--- config.mk ---
export PLATFORM = sky130hd
export DESIGN_NAME = ps2_port_regs
export DESIGN_NICKNAME = d
export VERILOG_FILES = /design/src/rtl/ps2_port_pkg.sv /design/src/rtl/ps2_port_decode.sv /design/src/rtl/ps2_port_cfg_regs.sv /design/src/rtl/ps2_port_rx_path.sv /design/src/rtl/ps2_port_regs.sv
export SDC_FILE = /design/constraint.sdc
export NUM_CORES = 1
export LEC_CHECK = 0
export BUFFER_PORTS_ARGS = -buffer_cell sky130_fd_sc_hd__buf_2
export CAP_MARGIN = 20
export CORE_MARGIN = 2
export CORE_UTILIZATION = 38
export CTS_CLUSTER_SIZE = 28
export DETAILED_ROUTE_END_ITERATION = 10
export GPL_TIMING_DRIVEN = 0
export SLEW_MARGIN = 20
export SYNTH_ARGS = -nofsm -noshare
export SYNTH_HDL_FRONTEND = slang
export SYNTH_SLANG_ARGS = --single-unit
--- constraint.sdc ---
create_clock -name clk -period 1.59 [get_ports clk]
set_clock_uncertainty 0.05 [all_clocks]
set_input_delay 0 -clock clk [delete_from_list [all_inputs] [get_ports clk]]
set_output_delay 0 -clock clk [all_outputs]
set_load 0.03 [all_outputs]
--- src/rtl/ps2_port_pkg.sv ---
package ps2_port_pkg;

  localparam int ADDR_W = 12;
  localparam int DATA_W = 32;
  localparam int BYTE_W = 8;

  // register selector produced by the address decoder
  typedef enum logic [2:0] {
    SEL_CTRL  = 3'd0,
    SEL_STAT  = 3'd1,
    SEL_DATA  = 3'd2,
    SEL_DIV   = 3'd3,
    SEL_ISTAT = 3'd4,
    SEL_ID    = 3'd5,
    SEL_NONE  = 3'd6
  } reg_sel_e;

  // control bits that feed the interrupt
  localparam int CTRL_FORCE_BIT = 3;
  localparam int CTRL_RXIE_BIT  = 4;

  // status bit positions
  localparam int STAT_PAR_BIT  = 2;
  localparam int STAT_FULL_BIT = 4;
  localparam int STAT_TXE_BIT  = 6;

  // interrupt status bit positions
  localparam int ISTAT_RX_BIT = 0;
  localparam int ISTAT_TX_BIT = 1;

  function automatic logic [BYTE_W-1:0] id_byte(input logic [2:0] idx);
    logic [BYTE_W-1:0] b;
    case (idx)
      3'd0:    b = 8'h50;
      3'd1:    b = 8'h10;
      3'd2:    b = 8'h04;
      3'd3:    b = 8'h00;
      3'd4:    b = 8'h0D;
      3'd5:    b = 8'hF0;
      3'd6:    b = 8'h05;
      default: b = 8'hB1;
    endcase
    return b;
  endfunction

endpackage

--- src/rtl/ps2_port_decode.sv ---
module ps2_port_decode
  import ps2_port_pkg::*;
#(
  parameter int AW = ADDR_W
) (
  input  logic [AW-1:0] addr,
  output reg_sel_e      sel,
  output logic [2:0]    id_idx
);

  localparam int WORD_W  = AW - 2;
  localparam int ID_LO   = 5;          // ID window spans 32 bytes
  localparam int ID_TOPW = AW - ID_LO;

  logic [WORD_W-1:0] word_idx;
  logic              in_id_win;

  assign word_idx  = addr[AW-1:2];
  assign in_id_win = &addr[AW-1:ID_LO];
  assign id_idx    = addr[ID_LO-1:2];

  always_comb begin
    if (in_id_win) begin
      sel = SEL_ID;
    end else begin
      case (word_idx)
        WORD_W'(0): sel = SEL_CTRL;
        WORD_W'(1): sel = SEL_STAT;
        WORD_W'(2): sel = SEL_DATA;
        WORD_W'(3): sel = SEL_DIV;
        WORD_W'(4): sel = SEL_ISTAT;
        default:    sel = SEL_NONE;
      endcase
    end
  end

  logic unused_topw;
  assign unused_topw = (ID_TOPW > 0);

endmodule

--- src/rtl/ps2_port_cfg_regs.sv ---
module ps2_port_cfg_regs
  import ps2_port_pkg::*;
#(
  parameter int DW = DATA_W
) (
  input  logic          clk,
  input  logic          rst_n,
  input  logic          wr_ctrl,
  input  logic          wr_div,
  input  logic [DW-1:0] wdata,
  output logic [DW-1:0] ctrl_q,
  output logic [DW-1:0] div_q
);

  logic [DW-1:0] ctrl_d;
  logic [DW-1:0] div_d;

  always_comb begin
    ctrl_d = ctrl_q;
    div_d  = div_q;
    if (wr_ctrl) ctrl_d = wdata;
    if (wr_div)  div_d  = wdata;
  end

  always_ff @(posedge clk or negedge rst_n) begin
    if (!rst_n) begin
      ctrl_q <= '0;
      div_q  <= '0;
    end else begin
      if (wr_ctrl) ctrl_q <= ctrl_d;
      if (wr_div)  div_q  <= div_d;
    end
  end

endmodule

--- src/rtl/ps2_port_rx_path.sv ---
module ps2_port_rx_path
  import ps2_port_pkg::*;
#(
  parameter int BW = BYTE_W
) (
  input  logic          clk,
  input  logic          rst_n,
  input  logic          rd_data,
  input  logic          rx_pending,
  input  logic [BW-1:0] rx_byte,
  output logic          pop,
  output logic [BW-1:0] data_view,
  output logic          parity
);

  logic [BW-1:0] last_q;
  logic [BW-1:0] last_d;
  logic          take;

  assign take = rd_data & rx_pending;
  assign pop  = take;

  always_comb begin
    last_d = last_q;
    if (take) last_d = rx_byte;
  end

  // value returned by a data read in this cycle
  assign data_view = take ? rx_byte : last_q;

  // parity is formed from the stored byte by a folding chain
  logic [BW-1:0] fold;
  assign fold[0] = last_q[0];
  for (genvar i = 1; i < BW; i++) begin : g_fold
    assign fold[i] = fold[i-1] ^ last_q[i];
  end
  assign parity = fold[BW-1];

  always_ff @(posedge clk or negedge rst_n) begin
    if (!rst_n) begin
      last_q <= '0;
    end else if (take) begin
      last_q <= last_d;
    end
  end

endmodule

--- src/rtl/ps2_port_regs.sv ---
module ps2_port_regs
  import ps2_port_pkg::*;
#(
  parameter int AW = ADDR_W,
  parameter int DW = DATA_W,
  parameter int BW = BYTE_W
) (
  input  logic          clk,
  input  logic          rst_n,
  input  logic [AW-1:0] bus_addr,
  input  logic          bus_rd,
  input  logic          bus_wr,
  input  logic [DW-1:0] bus_wdata,
  output logic [DW-1:0] bus_rdata,
  input  logic          dev_rx_pending,
  input  logic [BW-1:0] dev_rx_byte,
  output logic          dev_rx_pop,
  output logic          dev_tx_valid,
  output logic [BW-1:0] dev_tx_byte,
  output logic          irq
);

  reg_sel_e      sel;
  logic [2:0]    id_idx;
  logic [DW-1:0] ctrl_q;
  logic [DW-1:0] div_q;
  logic [BW-1:0] data_view;
  logic          parity;
  logic [DW-1:0] rd_mux;
  logic [DW-1:0] rdata_d;
  logic [DW-1:0] rdata_q;

  ps2_port_decode #(.AW(AW)) u_decode (
    .addr   (bus_addr),
    .sel    (sel),
    .id_idx (id_idx)
  );

  ps2_port_cfg_regs #(.DW(DW)) u_cfg (
    .clk     (clk),
    .rst_n   (rst_n),
    .wr_ctrl (bus_wr && sel == SEL_CTRL),
    .wr_div  (bus_wr && sel == SEL_DIV),
    .wdata   (bus_wdata),
    .ctrl_q  (ctrl_q),
    .div_q   (div_q)
  );

  ps2_port_rx_path #(.BW(BW)) u_rx (
    .clk        (clk),
    .rst_n      (rst_n),
    .rd_data    (bus_rd && sel == SEL_DATA),
    .rx_pending (dev_rx_pending),
    .rx_byte    (dev_rx_byte),
    .pop        (dev_rx_pop),
    .data_view  (data_view),
    .parity     (parity)
  );

  // transmit path: data-register write passes straight through
  assign dev_tx_valid = bus_wr && sel == SEL_DATA;
  assign dev_tx_byte  = bus_wdata[BW-1:0];

  // interrupt level
  assign irq = ctrl_q[CTRL_FORCE_BIT] | (ctrl_q[CTRL_RXIE_BIT] & dev_rx_pending);

  // read multiplexer
  always_comb begin
    rd_mux = '0;
    case (sel)
      SEL_CTRL: rd_mux = ctrl_q;
      SEL_STAT: begin
        rd_mux[STAT_TXE_BIT]  = 1'b1;
        rd_mux[STAT_FULL_BIT] = dev_rx_pending;
        rd_mux[STAT_PAR_BIT]  = parity;
      end
      SEL_DATA:  rd_mux[BW-1:0] = data_view;
      SEL_DIV:   rd_mux = div_q;
      SEL_ISTAT: begin
        rd_mux[ISTAT_TX_BIT] = 1'b1;
        rd_mux[ISTAT_RX_BIT] = dev_rx_pending;
      end
      SEL_ID:    rd_mux[BW-1:0] = id_byte(id_idx);
      default:   rd_mux = '0;
    endcase
  end

  always_comb begin
    rdata_d = rdata_q;
    if (bus_rd) rdata_d = rd_mux;
  end

  always_ff @(posedge clk or negedge rst_n) begin
    if (!rst_n) begin
      rdata_q <= '0;
    end else if (bus_rd) begin
      rdata_q <= rdata_d;
    end
  end

  assign bus_rdata = rdata_q;

endmodule

# After elaboration in Yosys (flattened, before gate mapping)
# Index checks and enable logic that the tools add are counted.
[word_totals]
reg_bits = 104
word_cells = 49
[classes]
n_reduce_logical = 8
n_eq_ne = 15
bitwise = 10
mux = 12
[op_table]
columns = ["cell", "count"]
rows = [
  ["$pmux W8 S7", 1],
  ["$pmux W24 S2", 1],
  ["$eq A10 B2 Y1 const B", 2],
  ["$eq A3 B3 Y1 const B", 5],
  ["$pmux W1 S5", 3],
  ["$pmux W3 S5", 1],
  ["$eq A3 B2 Y1 const B", 4],
  ["$pmux W1 S4", 3],
  ["$eq A10 B1 Y1 const B", 1],
  ["$eq A10 B3 Y1 const B", 1],
  ["$logic_not A10 Y1", 1],
  ["$pmux W2 S5", 1],
  ["$mux W8", 1],
  ["$reduce_and A7 Y1", 1],
  ["$xor A1 B1 Y1", 7],
  ["$eq A3 B1 Y1 const B", 2],
  ["$logic_not A3 Y1", 2],
  ["$logic_and A1 B1 Y1", 4],
  ["$mux W3", 1],
  ["$and A1 B1 Y1", 2],
  ["$or A1 B1 Y1", 1],
]

# Longest topological paths before layout
[depth]
ltp_word = 8
mapped_depth = 8

# Hierarchy
# From an unflattened synthesis, not the netlist that was laid out.
[hier_totals]
hier_cells = 374
area_unflattened_um2 = 4974.8
[modules_own_cells]
columns = ["mod", "seq_area_each_um2", "cells_each", "instances", "area_per_inst_um2"]
rows = [
  ["ps2_port_cfg_regs", 1601.5, 136, 1, 2690.1],
  ["ps2_port_regs", 800.8, 200, 1, 1839.3],
  ["ps2_port_rx_path", 200.2, 25, 1, 361.6],
  ["ps2_port_decode", 0.0, 13, 1, 83.8],
]

# Worst setup path after synthesis
# Ideal clock, no wire load.
[synth_path]
path_type = "input -> output"
from = "in bus_addr[9]"
to = "out dev_rx_pop"
arrival_time_ns = 2.360
required_time_ns = 1.540
path_stages = 6
path_slack_ns = -0.820
cell_sequence = "or4_1 > clkbuf_1 > or4_1 > buf_2 > clkbuf_1 > nor4_1"
[synth_between]
elab_chain_cells = 6
word_cells_on_any_way = 11
[synth_rtl]
columns = ["element", "line", "source"]
rows = [
  ["start, declared", "ps2_port_regs.sv:10", "input logic [AW-1:0] bus_addr,"],
  ["$eq A10 B3 Y1, or another cell as far along", "ps2_port_decode.sv:26", "case (word_idx)"],
  ["$pmux W3 S5", "ps2_port_decode.sv:26", ""],
  ["$mux W3 *", "ps2_port_decode.sv:23", "if (in_id_win) begin"],
  ["$eq A3 B2 Y1 *", "ps2_port_regs.sv:52", ".rd_data (bus_rd && sel == SEL_DATA),"],
  ["$logic_and A1 B1 Y1 *", "ps2_port_regs.sv:52", ""],
  ["$and A1 B1 Y1 *", "ps2_port_rx_path.sv:20", "assign take = rd_data & rx_pending;"],
  ["end, declared", "ps2_port_regs.sv:17", "output logic dev_rx_pop,"],
]
# Every way passes the cells marked *; elsewhere a longest branch is shown, timed or not.

# Worst setup path in the final report
[layout_path]
from = "in bus_addr[7]"
to = "reg u_cfg.div_q[20]"
[layout_between]
elab_chain_cells = 5
word_cells_on_any_way = 10
[layout_rtl]
columns = ["element", "line", "source"]
rows = [
  ["$eq A10 B3 Y1, or another cell as far along", "ps2_port_decode.sv:26", ""],
  ["$pmux W3 S5", "ps2_port_decode.sv:26", ""],
  ["$mux W3 *", "ps2_port_decode.sv:23", ""],
  ["$eq A3 B2 Y1 *", "ps2_port_regs.sv:43", ".wr_div (bus_wr && sel == SEL_DIV),"],
  ["$logic_and A1 B1 Y1 *", "ps2_port_regs.sv:43", ""],
  ["end signal, assigned", "ps2_port_cfg_regs.sv:31", "if (wr_div) div_q <= div_d;"],
  ["end, declared", "ps2_port_cfg_regs.sv:12", "output logic [DW-1:0] div_q"],
]
# Marks and branches as above.
# A chain may end at the register's enable or synchronous reset.

==> impl_metrics.toml <==
[die]
die_w_um = 115.9
start_util_pct = 39.31
core-area_um2 = 12110
die_h_um = 115.9
row_count = 40
ios = 100
dieArea_um2 = 13440

[setup_path]
crit_slowest_cell = "or4_4"
path_class = "in -> reg"
startpoint_type = "primary input"
end_kind = "flop"
path_max_fanout = 7
cp_common_cell = "or4_4"
r2r_cells = 5
timing.rr.end = "bus_rdata[2]$_DFFE_PN0P_"
crit_chain = "buf_6 -> or4_4 -> or4_4 -> nor3_4 -> nand2_4 -> clkbuf_16 -> mux2_4"
r2r-start = "u_rx.last_q[6]$_DFF_PN0_"
cp.required_ps = 1780
max_stage_delay_ps = 550
worst_ep_arrival_time_ps = 2230
rrSetupSlack_ps = 250

[global_route]
grt-ovfl-total = 0
antenna_found_initial = 1
grt_max_degree = 57
grt_pass1_wl_mm = 19.42
grt_pass1_vias = 3782
grtUsageTotal_pct = 19.02

[synthesis]
synthTopCellsByArea = "dfrtp_1 55%, mux2_2 11%, mux2_4 9.5%"
postSynthAreaPerCell_um2 = 12.33
ys_types = 39
syn_nets = 443
synth_top_area_share_pct = 54.66
synthesis.area_um2 = 4761
async_flop_share_pct = 100.0
synth-edff-count = 0
syn_inst = 386
synth_seq_cells = 104
synth_area_leader_cell = "dfrtp_1"
ys_seq_area_share_pct = 54.66
yosysWarnings = 0
ys_top_cells_by_count = "104 x dfrtp_1, 58 x nor2_1, 46 x mux2_2"
synth_ff_type = "dfrtp_1"
yosysMostFrequentCell = "dfrtp_1"

[worst_hold_path]
whs_endpoint = "u_cfg.ctrl_q[0]$_DFFE_PN0P_"
hold_class = "in -> reg"
worstHoldPathCells = 3
hp-start = "bus_wr"

[sta]
worst_slew_pin_slew_ps = 935.4
clock.fmax_mhz = 491.6
timing.final.ws_setup_ps = -444.1
whs_ps = 47.26
setup_viol = 73
finalHoldViolations = 0
finalCritPeriodShare_pct = 127.9
fin_tns_setup_ps = -23630
fin_crit_ps = 2034
relSlewSlack_pct = 37.64
rsz0062_at_grt = "true"
drv_slew = 0

[detailed_routing]
drcViolationCount = 0
wl_mm = 12.46
vias_per_cell = 5.088
firstDrtPassIters = 5
routedWlPerCell_um = 17.19
top_layer_used = "met4"
antenna_left = 0
wl_met2_mm = 5.787
drt_iter0_markers = 248
wl_met3_um = 769
vias = 3689
wl_met1_mm = 5.700

[pwr]
p_leak_nw = 3.427
peakVddDrop_v = 0.0007622
total_power_mw = 5.783
p_per_area_nw_per_um2 = 834.2

[placement]
io_buffers = 95
gp_congestion = 0.8385
dp_hpwl_mm = 8.000
dp.cells = 650
pre_cts_ws_ps = -1407

[cts]
clk_latency_ps = 360
cts_tree = "yes"
root_buffer = "clkbuf_16"
htreeDepth = 3
cts_num_sinks = 104
numCtsBuffers = 9
cts_max_path_buffers = 2
path_clk_slew_ps = 80

[finish]
final_cells = 725
final_nets = 608
seqCellArea_um2 = 2603
syn_to_final_growth_pct = 45.62
nFillCells = 1055
multi_input_area_um2 = 2290
drive_above_1_share_pct = 48.02

[outcome]
violations = "negative setup slack"
outcome = "finished, violations left"

[run]
max_cap_viol_count = 0
[final cells by class]
type                       count  share of cell area (%)
multi-input combinational    245                   33.03
clock buffer                   9                   3.249
buffer                        30                   3.898
tap                          168                   3.032
antenna                        1                 0.03609
timing repair buffer         156                   17.67
sequential                   104                   37.54
clock inverter                 7                   1.281
inverter                       5                  0.2707
[cell families after synthesis]
kind of cell | count (synthesis) | synth area share, %
AND/OR/NAND/NOR | 99 | 9.829
AO/OA/AOI/OAI | 61 | 9.383
flip-flops | 104 | 54.66
buffers and inverters | 37 | 4.100
XOR/XNOR | 8 | 1.472
multiplexers | 77 | 20.55
[report_power, final]
part           switching (mW)  leakage, nW  internal [mW]
Combinational           0.403         1.88          0.286
Sequential             0.0442         1.41           2.72
Clock                    1.08        0.143           1.25
[flip-flops by register name, summed over array words and instances, names as in the netlist]
signal,count
bus_rdata,32
u_rx.last_q,8
u_cfg.ctrl_q,32
u_cfg.div_q,32
[cell usage in the layout, fill, tap and decap left out, drive strengths merged, types with 4 or more instances in the layout]
cell / n
or4: 4
clkbuf: 25
xnor2: 7
nor2: 58
o21ai: 10
nor4: 5
a221oi: 25
a211oi: 5
nor3: 5
nand3: 4
mux2: 76
buf: 129
dfrtp: 104
inv: 6
a21oi: 8
dlygate4sd3: 41
nand2: 15
[worst max-delay path: cells and delay by family]
family	cells	cell delay [ps]
buf+inv	2	300
mux	1	300
simple gates	4	1610
[timing repair]
| action | in CTS | in global routing |
|---|---|---|
| hold buffers | 41 | 0 |
| gates cloned | 2 | 4 |
| resized for setup | 51 | 47 |
| buffers inserted | 12 | 2 |
| pin swaps | 17 | 39 |
| setup endpoints to repair | 106 | 104 |
| hold endpoints to repair | 176 | 0 |
[per-layer routing]
metal	up-vias	track usage, %
li1	1728	-
met1	1804	24.98
met2	136	30.18
met3	21	5.962
met4	0	6.111
met5	-	0
[per-stage QoR]
step	utilization (%)	instance area (um^2)
detailed placement	45.62	5525
CTS	54.51	6603
finish	57.24	6933
floorplan	-	4806
global placement	45.34	5492
global route	57.22	6930
[worst max path at each step]
stage,slack [ps],end,from,cells past startpoint
2_1_floorplan,-670,u_cfg.div_q[0]$_DFFE_PN0P_,bus_addr[9],8
3_3_place_gp,-1360,u_cfg.ctrl_q[17]$_DFFE_PN0P_,bus_addr[9],7
3_5_place_dp,-1410,u_cfg.ctrl_q[25]$_DFFE_PN0P_,bus_addr[9],7
4_1_cts,-500,u_cfg.div_q[22]$_DFFE_PN0P_,bus_addr[9],9
5_1_grt,-460,u_cfg.div_q[20]$_DFFE_PN0P_,bus_addr[7],7
6_report,-440,u_cfg.div_q[20]$_DFFE_PN0P_,bus_addr[7],7
(Power assumes the default switching activity.)
